**config.mk**
```make
export PLATFORM = sky130hd
export DESIGN_NAME = exc_entry_upd
export DESIGN_NICKNAME = d
export VERILOG_FILES = /design/src/rtl/exc_entry_pkg.sv /design/src/rtl/exc_stat_next.sv /design/src/rtl/exc_tlb_next.sv /design/src/rtl/exc_cause_fmt.sv /design/src/rtl/exc_entry_upd.sv
export SDC_FILE = /design/constraint.sdc
export NUM_CORES = 1
export LEC_CHECK = 0
export ABC_AREA = 1
export BUFFER_PORTS_ARGS = -buffer_cell sky130_fd_sc_hd__clkbuf_2
export CORE_ASPECT_RATIO = 1.25
export CORE_MARGIN = 10
export CORE_UTILIZATION = 35
export CTS_BUF_LIST = sky130_fd_sc_hd__clkbuf_16
export DETAILED_ROUTE_END_ITERATION = 10
export PLACE_DENSITY = 0.61
export REMOVE_ABC_BUFFERS = 1
export SKIP_CTS_REPAIR_TIMING = 1
export SYNTH_ARGS = -nofsm -noshare
export SYNTH_HDL_FRONTEND = slang
export SYNTH_SLANG_ARGS = --single-unit
export TNS_END_PERCENT = 30
```
**constraint.sdc**
```tcl
create_clock -name clk -period 1.2 [get_ports clk]
set_input_delay 0.12 -clock clk [delete_from_list [all_inputs] [get_ports clk]]
set_output_delay 0.12 -clock clk [all_outputs]
set_load 0.02 [all_outputs]
```
**src/rtl/exc_entry_pkg.sv**
```systemverilog
package exc_entry_pkg;
    localparam int ST_PIE      = 0;
    localparam int ST_USER     = 1;
    localparam int ST_HND      = 2;
    localparam int RS_W        = 6;
    localparam int ST_CUR_LSB  = 10;
    localparam int ST_PRV_LSB  = 16;
    localparam int TLB_CLR_W   = 4;
    localparam int EXC_LSB     = 2;
endpackage

```
**src/rtl/exc_stat_next.sv**
```systemverilog
module exc_stat_next
    import exc_entry_pkg::*;
#(
    parameter int DATA_W = 32,
    parameter bit MMU_EN = 1'b1
) (
    input  logic [DATA_W-1:0] old_i,
    output logic [DATA_W-1:0] new_o,
    output logic              nested_o
);
    logic [DATA_W-1:0] s_d;

    always_comb begin
        s_d = old_i;
        s_d[ST_CUR_LSB +: RS_W] = '0;
        if (!old_i[ST_HND]) begin
            if (MMU_EN) begin
                s_d[ST_HND] = 1'b1;
            end
            s_d[ST_PRV_LSB +: RS_W] = old_i[ST_CUR_LSB +: RS_W];
        end
        s_d[ST_PIE]  = 1'b0;
        s_d[ST_USER] = 1'b0;
    end

    assign new_o    = s_d;
    assign nested_o = old_i[ST_HND];
endmodule

```
**src/rtl/exc_tlb_next.sv**
```systemverilog
module exc_tlb_next
    import exc_entry_pkg::*;
#(
    parameter int DATA_W = 32,
    parameter bit MMU_EN = 1'b1
) (
    input  logic [DATA_W-1:0] tlb_i,
    input  logic [DATA_W-1:0] set_i,
    input  logic              nested_i,
    output logic [DATA_W-1:0] tlb_o
);
    localparam logic [DATA_W-1:0] CLR_MASK = DATA_W'((1 << TLB_CLR_W) - 1);

    generate
        if (MMU_EN) begin : g_mmu
            assign tlb_o = nested_i ? tlb_i : ((tlb_i & ~CLR_MASK) | set_i);
        end else begin : g_nommu
            logic unused_bits;
            assign unused_bits = ^{set_i, nested_i};
            assign tlb_o = tlb_i;
        end
    endgenerate
endmodule

```
**src/rtl/exc_cause_fmt.sv**
```systemverilog
module exc_cause_fmt
    import exc_entry_pkg::*;
#(
    parameter int DATA_W  = 32,
    parameter int CAUSE_W = 5
) (
    input  logic [CAUSE_W-1:0] cause_i,
    output logic [DATA_W-1:0]  word_o
);
    localparam int HI_W = DATA_W - CAUSE_W - EXC_LSB;
    assign word_o = {{HI_W{1'b0}}, cause_i, {EXC_LSB{1'b0}}};
endmodule

```
**src/rtl/exc_entry_upd.sv**
```systemverilog
module exc_entry_upd
    import exc_entry_pkg::*;
#(
    parameter int DATA_W  = 32,
    parameter int CAUSE_W = 5,
    parameter bit MMU_EN  = 1'b1
) (
    input  logic               clk,
    input  logic               rst_n,
    input  logic               take_i,
    input  logic               brk_i,
    input  logic [CAUSE_W-1:0] cause_i,
    input  logic [DATA_W-1:0]  vec_i,
    input  logic [DATA_W-1:0]  pc_i,
    input  logic [DATA_W-1:0]  status_i,
    input  logic [DATA_W-1:0]  tlbmisc_i,
    input  logic [DATA_W-1:0]  tlb_set_i,
    output logic [DATA_W-1:0]  status_o,
    output logic [DATA_W-1:0]  estatus_o,
    output logic [DATA_W-1:0]  bstatus_o,
    output logic [DATA_W-1:0]  exc_o,
    output logic [DATA_W-1:0]  ea_o,
    output logic [DATA_W-1:0]  ba_o,
    output logic [DATA_W-1:0]  tlbmisc_o,
    output logic [DATA_W-1:0]  pc_o,
    output logic [RS_W-1:0]    bank_o
);
    typedef struct packed {
        logic [DATA_W-1:0] status;
        logic [DATA_W-1:0] estatus;
        logic [DATA_W-1:0] bstatus;
        logic [DATA_W-1:0] exc;
        logic [DATA_W-1:0] ea;
        logic [DATA_W-1:0] ba;
        logic [DATA_W-1:0] tlb;
        logic [DATA_W-1:0] pc;
        logic [RS_W-1:0]   bank;
    } st_t;

    st_t st_d, st_q;

    logic [DATA_W-1:0] stat_new;
    logic              nested;
    logic [DATA_W-1:0] tlb_new;
    logic [DATA_W-1:0] exc_new;

    exc_stat_next #(.DATA_W(DATA_W), .MMU_EN(MMU_EN)) u_stat (
        .old_i    (status_i),
        .new_o    (stat_new),
        .nested_o (nested)
    );

    exc_tlb_next #(.DATA_W(DATA_W), .MMU_EN(MMU_EN)) u_tlb (
        .tlb_i    (tlbmisc_i),
        .set_i    (tlb_set_i),
        .nested_i (nested),
        .tlb_o    (tlb_new)
    );

    exc_cause_fmt #(.DATA_W(DATA_W), .CAUSE_W(CAUSE_W)) u_cause (
        .cause_i (cause_i),
        .word_o  (exc_new)
    );

    always_comb begin
        st_d = st_q;
        if (take_i) begin
            st_d.status = stat_new;
            st_d.tlb    = tlb_new;
            st_d.pc     = vec_i;
            st_d.bank   = '0;
            if (!nested) begin
                if (brk_i) begin
                    st_d.bstatus = status_i;
                    st_d.ba      = pc_i;
                end else begin
                    st_d.estatus = status_i;
                    st_d.ea      = pc_i;
                end
            end
            if (!brk_i) begin
                st_d.exc = exc_new;
            end
        end
    end

    always_ff @(posedge clk or negedge rst_n) begin
        if (!rst_n) begin
            st_q <= '0;
        end else begin
            st_q <= st_d;
        end
    end

    assign status_o  = st_q.status;
    assign estatus_o = st_q.estatus;
    assign bstatus_o = st_q.bstatus;
    assign exc_o     = st_q.exc;
    assign ea_o      = st_q.ea;
    assign ba_o      = st_q.ba;
    assign tlbmisc_o = st_q.tlb;
    assign pc_o      = st_q.pc;
    assign bank_o    = st_q.bank;

    a_r1_cur_set_zero: assert property (@(posedge clk) disable iff (!rst_n)
        take_i |=> (status_o[ST_CUR_LSB +: RS_W] == '0) && (bank_o == '0));

    a_r2_nested_no_save: assert property (@(posedge clk) disable iff (!rst_n)
        (take_i && status_i[ST_HND]) |=> $stable(estatus_o) && $stable(ea_o)
                                         && $stable(bstatus_o) && $stable(ba_o));

    a_r3_brk_link: assert property (@(posedge clk) disable iff (!rst_n)
        (take_i && brk_i && !status_i[ST_HND]) |=> (ba_o == $past(pc_i)) && $stable(ea_o));

    a_r6_pie_user_clear: assert property (@(posedge clk) disable iff (!rst_n)
        take_i |=> !status_o[ST_PIE] && !status_o[ST_USER]);

    a_r7_brk_keeps_exc: assert property (@(posedge clk) disable iff (!rst_n)
        (take_i && brk_i) |=> $stable(exc_o));

    a_r8_vector: assert property (@(posedge clk) disable iff (!rst_n)
        take_i |=> pc_o == $past(vec_i));

    a_r9_hold: assert property (@(posedge clk) disable iff (!rst_n)
        !take_i |=> $stable(status_o) && $stable(pc_o) && $stable(tlbmisc_o) && $stable(exc_o));
endmodule

```
==> run summary, run 1 <==
status = finished, violations left
failing checks = hold timing, setup timing
Seq/Total Area, Yosys = 59.44%
Critical Path Fanout Max = 2
global placer's final weighted congestion = 0.7997
adder-cell area share of the yosys netlist = 0%
Die Footprint = 33,280 µm²
fin crit period = 1223 ps
DR WL/cell = 17.85 µm
CP Launch Type = flop
crit path capture = status_o[31]
#FFs+latches synth = 219
Hold Path Depth = 3
Register-to-Register Path Depth = 3
reg2reg end = tlbmisc_o[27]
Via-to-Cell Ratio = 4.722
hpwl dp = 23,540 µm
Worst EP arrival = 1100 ps
Residual DRC = 0
Core ar. = 26,010 µm²
I/O pin total = 431
max-slew violations = 0
Min-Delay Path Class = in2reg
initial antenna violation count = 3
class of the most critical setup path = reg2out
multiplexer area fraction after synthesis = 0%
sequential cell area = 5482 µm²
clk sinks = 219
clock latency on the worst-skew pair = 510 ps
vias in the first global route = 8,778
share of cells above drive strength 1 = 29.58%
syn_area_per_cell = 8.666 µm²
Power Total = 22.02 mW
Non-Filler Instances = 1,993
Overflow after GRT = 0
Final ANT Viol Nets = 0
Yosys warning count = 0
CP Capture Type = primary output
Fin Hold WS = -9.105 ps
Site Rows = 66
peak supply drop = 0.8959 mV
unrepaired setup endpoints after global routing = yes
drt pass-1 iters = 4
R2R setup slack = 10 ps
Inst Count DP = 1,753
gr usage total = 18.38%
footprint of the multi-input gates = 3124 µm²
Die X = 165.2 µm
setup ws final = -22.60 ps
Routed Wire Length = 35,570 µm
Root Driver = clkbuf_16
Bufs and invs on worst path = 1
Crit. path cell count = 1
hold violation count in the final report = 3
Synth area leader = dfrtp_1
share of synthesized cell area in and, or, nand and nor gates = 30.61%
initial core utilization = 35.44%
pin count of the biggest net entering global routing = 60
final period utilization = 101.9%
largest family of logic cells by synthesized area = simple AND/OR/NAND/NOR gates
Post-Synth XOR/XNOR Area = 0%
count of different cell masters after synthesis = 16
final setup fails = 4
vias post-DR = 9,410
CTS clk-pin slew, worst paths = 60 ps
Crit path max-delay family = flip-flops
DRT iter0 DRCs = 551
global-route wire length before repair = 49,400 µm
Pwr Density = 1488 nW/µm²
Max Freq = 817.9 MHz
Num CTS Buffers = 24
Final Net Count = 1,802
Mapped Area = 9220 µm²
max cap viols = 0
port bufs = 387
CTS tree = built
worst-case clock buffer depth = 3
Worst path max stage delay = 430 ps
worst path cell trace = buf_6
static leakage = 8.067 nW
crit path from = status_o[31]
H-tree lvl count = 1
Setup Skew = 0 ps
Vert. Die Dim = 201.5 µm
Area Overhead vs Synth = 60.55%
top cell type's share of synthesized area = 59.44%
fill count = 2,266
Synth Area in Compound Gates = 1.520%
DP Area = 11,510 µm²
R2R Path Start = tlbmisc_o[27]
Slowest cell on crit path = dfrtp_1
CP required = 1080 ps
Area contributors post-synth = dfrtp_1 59%, nand2_1 19%, nand4_1 4.3%
design area = 14,800 µm²
Syn Inst Count = 1,064
cells in the final DEF, fill, tap and decap left out, drive strengths merged:
| cell | instances |
|---|---|
| a21oi | 28 |
| buf | 248 |
| bufinv | 2 |
| clkbuf | 225 |
| clkinv | 8 |
| conb | 43 |
| dfrtp | 219 |
| diode | 3 |
| dlygate4sd3 | 167 |
| inv | 31 |
| nand2 | 479 |
| nand3 | 79 |
| nand4 | 63 |
| nor2 | 57 |
| or2 | 1 |
synthesized netlist by cell type:
cell,count
dfrtp_1,219
clkbuf_1,7
inv_2,1
nand3_2,1
or2_2,1
nand2_2,1
nand3_1,78
buf_2,57
buf_4,50
nand4_1,63
inv_1,22
conb_1,1
a21oi_1,28
nor2_1,56
nor2_4,1
nand2_1,478
layout make-up:
type	instances	share of cell area [%]
antenna	3	0.05071
clock inverter	18	0.9044
tap	340	2.874
multi-input combinational	750	21.11
inverter	23	0.5917
timing repair buffer	615	33.22
clock buffer	25	4.226
sequential	219	37.03
stage by stage:
stage                     utilization, %  worst slack [ps]  setup TNS (ps)
final                              56.91            -22.60          -44.58
after global routing               56.91            -56.63           -2154
after detailed placement           44.26             67.74               0
after floorplan                        -             -1923         -189440
after CTS                          47.18            -95.59           -1655
after global placement             44.26             106.2               0
how the worst min path moves through the flow:
stage	endpoint	startpoint	slack, ps
2_1_floorplan	ba_o[0]	rst_n	-180
3_3_place_gp	pc_o[24]	rst_n	-7
3_5_place_dp	pc_o[24]	rst_n	-10
4_1_cts	pc_o[24]	rst_n	-560
5_1_grt	pc_o[21]	take_i	-7
6_report	tlbmisc_o[4]	take_i	-9
where the power goes:
group	internal (mW)	leakage [nW]	switching, mW
logic	2.50	5.00	3.30
clock network	4.19	0.408	2.98
registers	8.36	2.66	0.689
total	15.1	8.07	6.97
cell families after synthesis:
logic type,after synthesis
AO/OA/AOI/OAI,28
flip-flops,219
buffers and inverters,137
AND/OR/NAND/NOR,679
other,1
state kept, by name, indices dropped and copies added (netlist names):
name / cells
ba_o: 32
bstatus_o: 31
ea_o: 32
estatus_o: 31
exc_o: 5
pc_o: 32
status_o: 24
tlbmisc_o: 32
per-layer routing:
metal  part of all wire (%)  vias to the layer above  track usage (%)
li1                       -                     4435                -
met1                     36                     4451            21.48
met2                     51                      437            31.56
met3                    8.6                       87            4.820
met4                    3.8                        0            6.401
met5                      0                        -                0
(Power assumes the default switching activity.)
==> run 2: changes to the inputs <==
--- a/config.mk
+++ b/config.mk
@@ -5,7 +5,6 @@
 export SDC_FILE = /design/constraint.sdc
 export NUM_CORES = 1
 export LEC_CHECK = 0
-export ABC_AREA = 1
 export BUFFER_PORTS_ARGS = -buffer_cell sky130_fd_sc_hd__clkbuf_2
 export CORE_ASPECT_RATIO = 1.25
 export CORE_MARGIN = 10
==> run summary, run 2 <==
largest family of logic cells by synthesized area = multiplexers
Core ar. = 25,370 µm²
Min-Delay Path Class = in2async
top cell type's share of synthesized area = 60.33%
share of synthesized cell area in and, or, nand and nor gates = 3.871%
DP Area = 11,490 µm²
Routed Wire Length = 30,650 µm
vias in the first global route = 6,664
top cells by count, synth = 219 x dfrtp_1, 115 x mux2_2, 60 x mux2_4
initial antenna violation count = 1
Via-to-Cell Ratio = 4.453
final setup fails = 0
Residual DRC = 0
Net Sw Power = 6.750 mW
worst path cell trace = clkbuf_2
Vert. Die Dim = 200.1 µm
Synth Area in Compound Gates = 2.479%
share of cells above drive strength 1 = 52.55%
clock latency on the worst-skew pair = 500 ps
Async SR Flop Fraction = 100.0%
Final ANT Viol Nets = 0
H-tree lvl count = 1
Final Net Count = 1,388
gr usage total = 15.54%
Overflow after GRT = 0
pin count of the biggest net entering global routing = 72
Synth area leader = dfrtp_1
P_int = 15.17 mW
static leakage = 7.233 nW
final core occ = 57.05%
global-route wire length before repair = 40,370 µm
main flop type after synthesis = dfrtp_1
Mapped Area = 9084 µm²
DRT iter0 DRCs = 272
fin crit period = 1182 ps
CTS clk-pin slew, worst paths = 60 ps
Max Freq = 845.8 MHz
Sequential Power Share = 42.1%
Bufs and invs on worst path = 1
leading cell type in the layout, fill and taps excluded = clkbuf_2
#FFs+latches synth = 219
CP Launch Type = flop
hold violation count in the final report = 0
CP Capture Type = primary output
syn_area_per_cell = 14.63 µm²
DR WL/cell = 19.51 µm
max-slew violations = 0
Die Footprint = 32,840 µm²
most frequent cells in the layout = 225 x clkbuf_2, 219 x dfrtp_1, 165 x dlygate4sd3_1
CTS tree = built
hpwl dp = 21,380 µm
Root Driver = clkbuf_16
peak supply drop = 1.177 mV
Site Rows = 65
reg2reg end = exc_o[5]
drt pass-1 iters = 6
pre-CTS WS = -139.6 ps
Power Total = 21.92 mW
most common cell in the netlist = dfrtp_1
port bufs = 387
Die X = 164.1 µm
Seq/Total Area, Yosys = 60.33%
unrepaired setup endpoints after global routing = yes
Combinational Power Share = 29.3%
TNS Setup = 0 ps
Register-to-Register Path Depth = 2
class of the most critical setup path = reg2out
Num CTS Buffers = 22
Area Overhead vs Synth = 59.37%
Slowest cell on crit path = dfrtp_1
final period utilization = 98.53%
max cap viols = 0
R2R setup slack = 290 ps
Critical Path Fanout Max = 2
Worst path max stage delay = 400 ps
initial core utilization = 35.80%
clock group share of total power = 28.6%
Crit path max-delay family = flip-flops
I/O pin total = 431
Post-Synth XOR/XNOR Area = 0%
Setup Skew = 0 ps
setup ws final = 17.68 ps
Crit. path cell count = 1
clk sinks = 219
Syn Inst Count = 621
global placer's final weighted congestion = 0.8471
status = finished clean
vias post-DR = 6,996
adder-cell area share of the yosys netlist = 0%
Pwr Density = 1514 nW/µm²
worst-case clock buffer depth = 3
EDFF count, synth = 0
R2R Path Start = exc_o[5]
Worst EP arrival = 1060 ps
Yosys warning count = 0
design area = 14,480 µm²
CP required = 1080 ps
count of different cell masters after synthesis = 19
Switching Fraction = 30.79%
multiplexer area fraction after synthesis = 25.90%
Area contributors post-synth = dfrtp_1 60%, mux2_2 14%, mux2_4 9.9%
[run 2: changes by cell type after synthesis, sizes merged, moves of 19 or more]
cell	delta
buf	-37
nor2	-19
nand3	-79
mux2	+180
nand2b	+28
nand2	-479
nand4	-63
a31oi	+28
[run 2: worst max path at each step]
stage	from	to	slack (ps)
after floorplan	status_i[2]	ba_o[27]	-2320
after CTS	bstatus_o[25]	bstatus_o[25]	-30
after detailed placement	status_i[2]	ea_o[0]	-140
after global placement	status_i[2]	ea_o[17]	-130
after global routing	tlbmisc_o[14]	tlbmisc_o[14]	-30
final	estatus_o[16]	estatus_o[16]	20
[run 2: worst register-to-register path: cells and delay by family (launching register included)]
kind	cells	cell delay, ps
DFF	1	400
buffers and inverters	1	140
muxes	1	260
[run 2: stage by stage]
step                      hold slack [ps]  std cells
after floorplan                    -175.6        588
after global routing                172.0       1571
after detailed placement            61.64       1348
after CTS                          -471.2       1388
after global placement              62.10       1348
final                               138.9       1571
[run 2: logic make-up (layout without fill, tap and decap cells)]
| logic type | Yosys count | count (layout) |
|---|---|---|
| flops | 219 | 219 |
| mux | 190 | 190 |
| simple gates | 70 | 70 |
| other cells | 1 | 44 |
| buf+inv | 103 | 675 |
| compound gates | 38 | 38 |
[run 2: layout make-up]
class | instances | area, µm²
Antenna cell | 1 | 2.502
Clock buffer | 23 | 575.6
Clock inverter | 17 | 76.32
Fill cell | 2017 | 10900
Inverter | 28 | 105.1
Multi-Input combinational cell | 341 | 3097
Sequential cell | 219 | 5480
Tap cell | 335 | 419.2
Timing Repair Buffer | 607 | 4721
[run 2: power groups by stage]
stage	Combinational [mW]	Sequential (mW)	Clock [mW]
detailed placement	5.28	9.25	0
CTS	5.29	9.14	6.48
floorplan	1.54	10.6	0
global route	6.81	9.36	6.82
finish	6.43	9.23	6.26
global placement	5.22	9.23	0
[run 2: per-layer routing]
metal / global-route usage [%] / up-vias / routed length, µm
met3: 5.677 / 37 / 2987
met5: 0 / - / 0
met4: 3.964 / 0 / 582
met1: 16.36 / 3430 / 10870
met2: 28.25 / 305 / 16210
li1: - / 3224 / -
==> run 3: changes to the inputs <==
--- a/config.mk
+++ b/config.mk
@@ -5,15 +5,17 @@
 export SDC_FILE = /design/constraint.sdc
 export NUM_CORES = 1
 export LEC_CHECK = 0
-export BUFFER_PORTS_ARGS = -buffer_cell sky130_fd_sc_hd__clkbuf_2
+export BUFFER_PORTS_ARGS = -buffer_cell sky130_fd_sc_hd__buf_2
 export CORE_ASPECT_RATIO = 1.25
 export CORE_MARGIN = 10
 export CORE_UTILIZATION = 35
 export CTS_BUF_LIST = sky130_fd_sc_hd__clkbuf_16
 export DETAILED_ROUTE_END_ITERATION = 10
+export GPL_ROUTABILITY_DRIVEN = 0
 export PLACE_DENSITY = 0.61
 export REMOVE_ABC_BUFFERS = 1
 export SKIP_CTS_REPAIR_TIMING = 1
+export SLEW_MARGIN = 20
 export SYNTH_ARGS = -nofsm -noshare
 export SYNTH_HDL_FRONTEND = slang
 export SYNTH_SLANG_ARGS = --single-unit
==> run summary, run 3 (synthesized netlist as in run 2, its figures left out) <==
Residual DRC = 0
port bufs = 387
Setup Skew = 0 ps
drt pass-1 iters = 4
crit path from = ba_o[12]
most frequent cells in the layout = 286 x buf_2, 219 x dfrtp_1, 165 x dlygate4sd3_1
worst-case clock buffer depth = 3
Via-to-Cell Ratio = 4.495
H-tree lvl count = 1
Crit path max-delay family = flip-flops
Site Rows = 65
fin crit period = 1187 ps
Bufs and invs on worst path = 1
Final ANT Viol Nets = 0
Min-Delay Path Class = in2async
global-route wire length before repair = 39,760 µm
CP Launch Type = flop
Root Driver = clkbuf_16
initial antenna violation count = 0
CTS clk-pin slew, worst paths = 70 ps
Die Footprint = 32,840 µm²
Worst EP arrival = 1070 ps
DRT iter0 DRCs = 271
design area = 14,520 µm²
Worst path max stage delay = 400 ps
peak supply drop = 1.264 mV
CP required = 1080 ps
Overflow after GRT = 0
Final Net Count = 1,380
leading cell type in the layout, fill and taps excluded = buf_2
clock latency on the worst-skew pair = 500 ps
hpwl dp = 20,890 µm
DP Area = 11,410 µm²
pin count of the biggest net entering global routing = 68
Die X = 164.1 µm
Core ar. = 25,370 µm²
vias post-DR = 7,016
vias in the first global route = 6,538
# diodes = 0
Max Freq = 842.8 MHz
class of the most critical setup path = reg2out
Critical Path Fanout Max = 2
worst path cell trace = buf_2
Routed Wire Length = 30,290 µm
clk sinks = 219
CTS tree = built
gr usage total = 15.35%
share of cells above drive strength 1 = 52.12%
final setup fails = 0
CP Capture Type = primary output
static leakage = 7.172 nW
max cap viols = 0
unrepaired setup endpoints after global routing = yes
worst slew pin tran = 505.4 ps
Pwr Density = 1557 nW/µm²
Vert. Die Dim = 200.1 µm
Max-slew headroom = 66.31%
final period utilization = 98.88%
status = finished clean
max-slew violations = 0
DR WL/cell = 19.40 µm
Num CTS Buffers = 23
I/O pin total = 431
Area Overhead vs Synth = 59.85%
R2R Path Start = bstatus_o[28]
hold violation count in the final report = 0
initial core utilization = 35.80%
Power Total = 22.61 mW
Slowest cell on crit path = dfrtp_1
run 3: changes by cell type in the layout (fill, tap and decap cells not counted), sizes merged:
cell and delta:
buf +216, bufinv +3, clkbuf -225, clkinv -5, clkinvlp +2, diode -1
run 3: routing by layer:
metal,share of wire [%],GRT usage [%]
met1,36,16.44
met2,53,27.92
met3,9.3,5.247
met4,1.5,3.708
met5,0,0
run 3: metrics by stage:
stage | TNS [ps] | util (%) | cells | setup slack, ps | hold WS [ps]
after floorplan | -268660 | - | 588 | -2325 | -175.6
final | 0 | 57.22 | 1561 | 13.44 | 97.22
after global routing | -797.3 | 57.22 | 1561 | -29.18 | 92.31
after detailed placement | -10570 | 44.95 | 1339 | -134.4 | -0.5734
after CTS | -363.3 | 47.82 | 1379 | -29.80 | -546.2
after global placement | -9488 | 44.95 | 1339 | -123.8 | -0.9928
run 3: worst paths after layout:
check / end / slack, ps / cells past startpoint
max in group asynchronous: ba_o[13] / 560 / 3
min: bstatus_o[15] / 100 / 2
min in group clk: estatus_o[25] / 210 / 4
max reg2reg: bstatus_o[28] / 280 / 2
min reg2reg: ea_o[4] / 490 / 1
max: ba_o[12] / 10 / 1
run 3: power by group:
group | internal [mW] | switching, mW
registers | 8.51 | 0.728
clock network | 4.10 | 2.83
logic | 3.23 | 3.21
run 3: final cells by class:
class / count / area [µm²]
clock buffers: 23 / 575.6
clock inverters: 17 / 151.4
fillers: 1974 / 10850
inverters: 28 / 105.1
multi-input cells: 341 / 3097
flip-flops and latches: 219 / 5480
well taps: 335 / 419.2
repair buffers: 598 / 4692
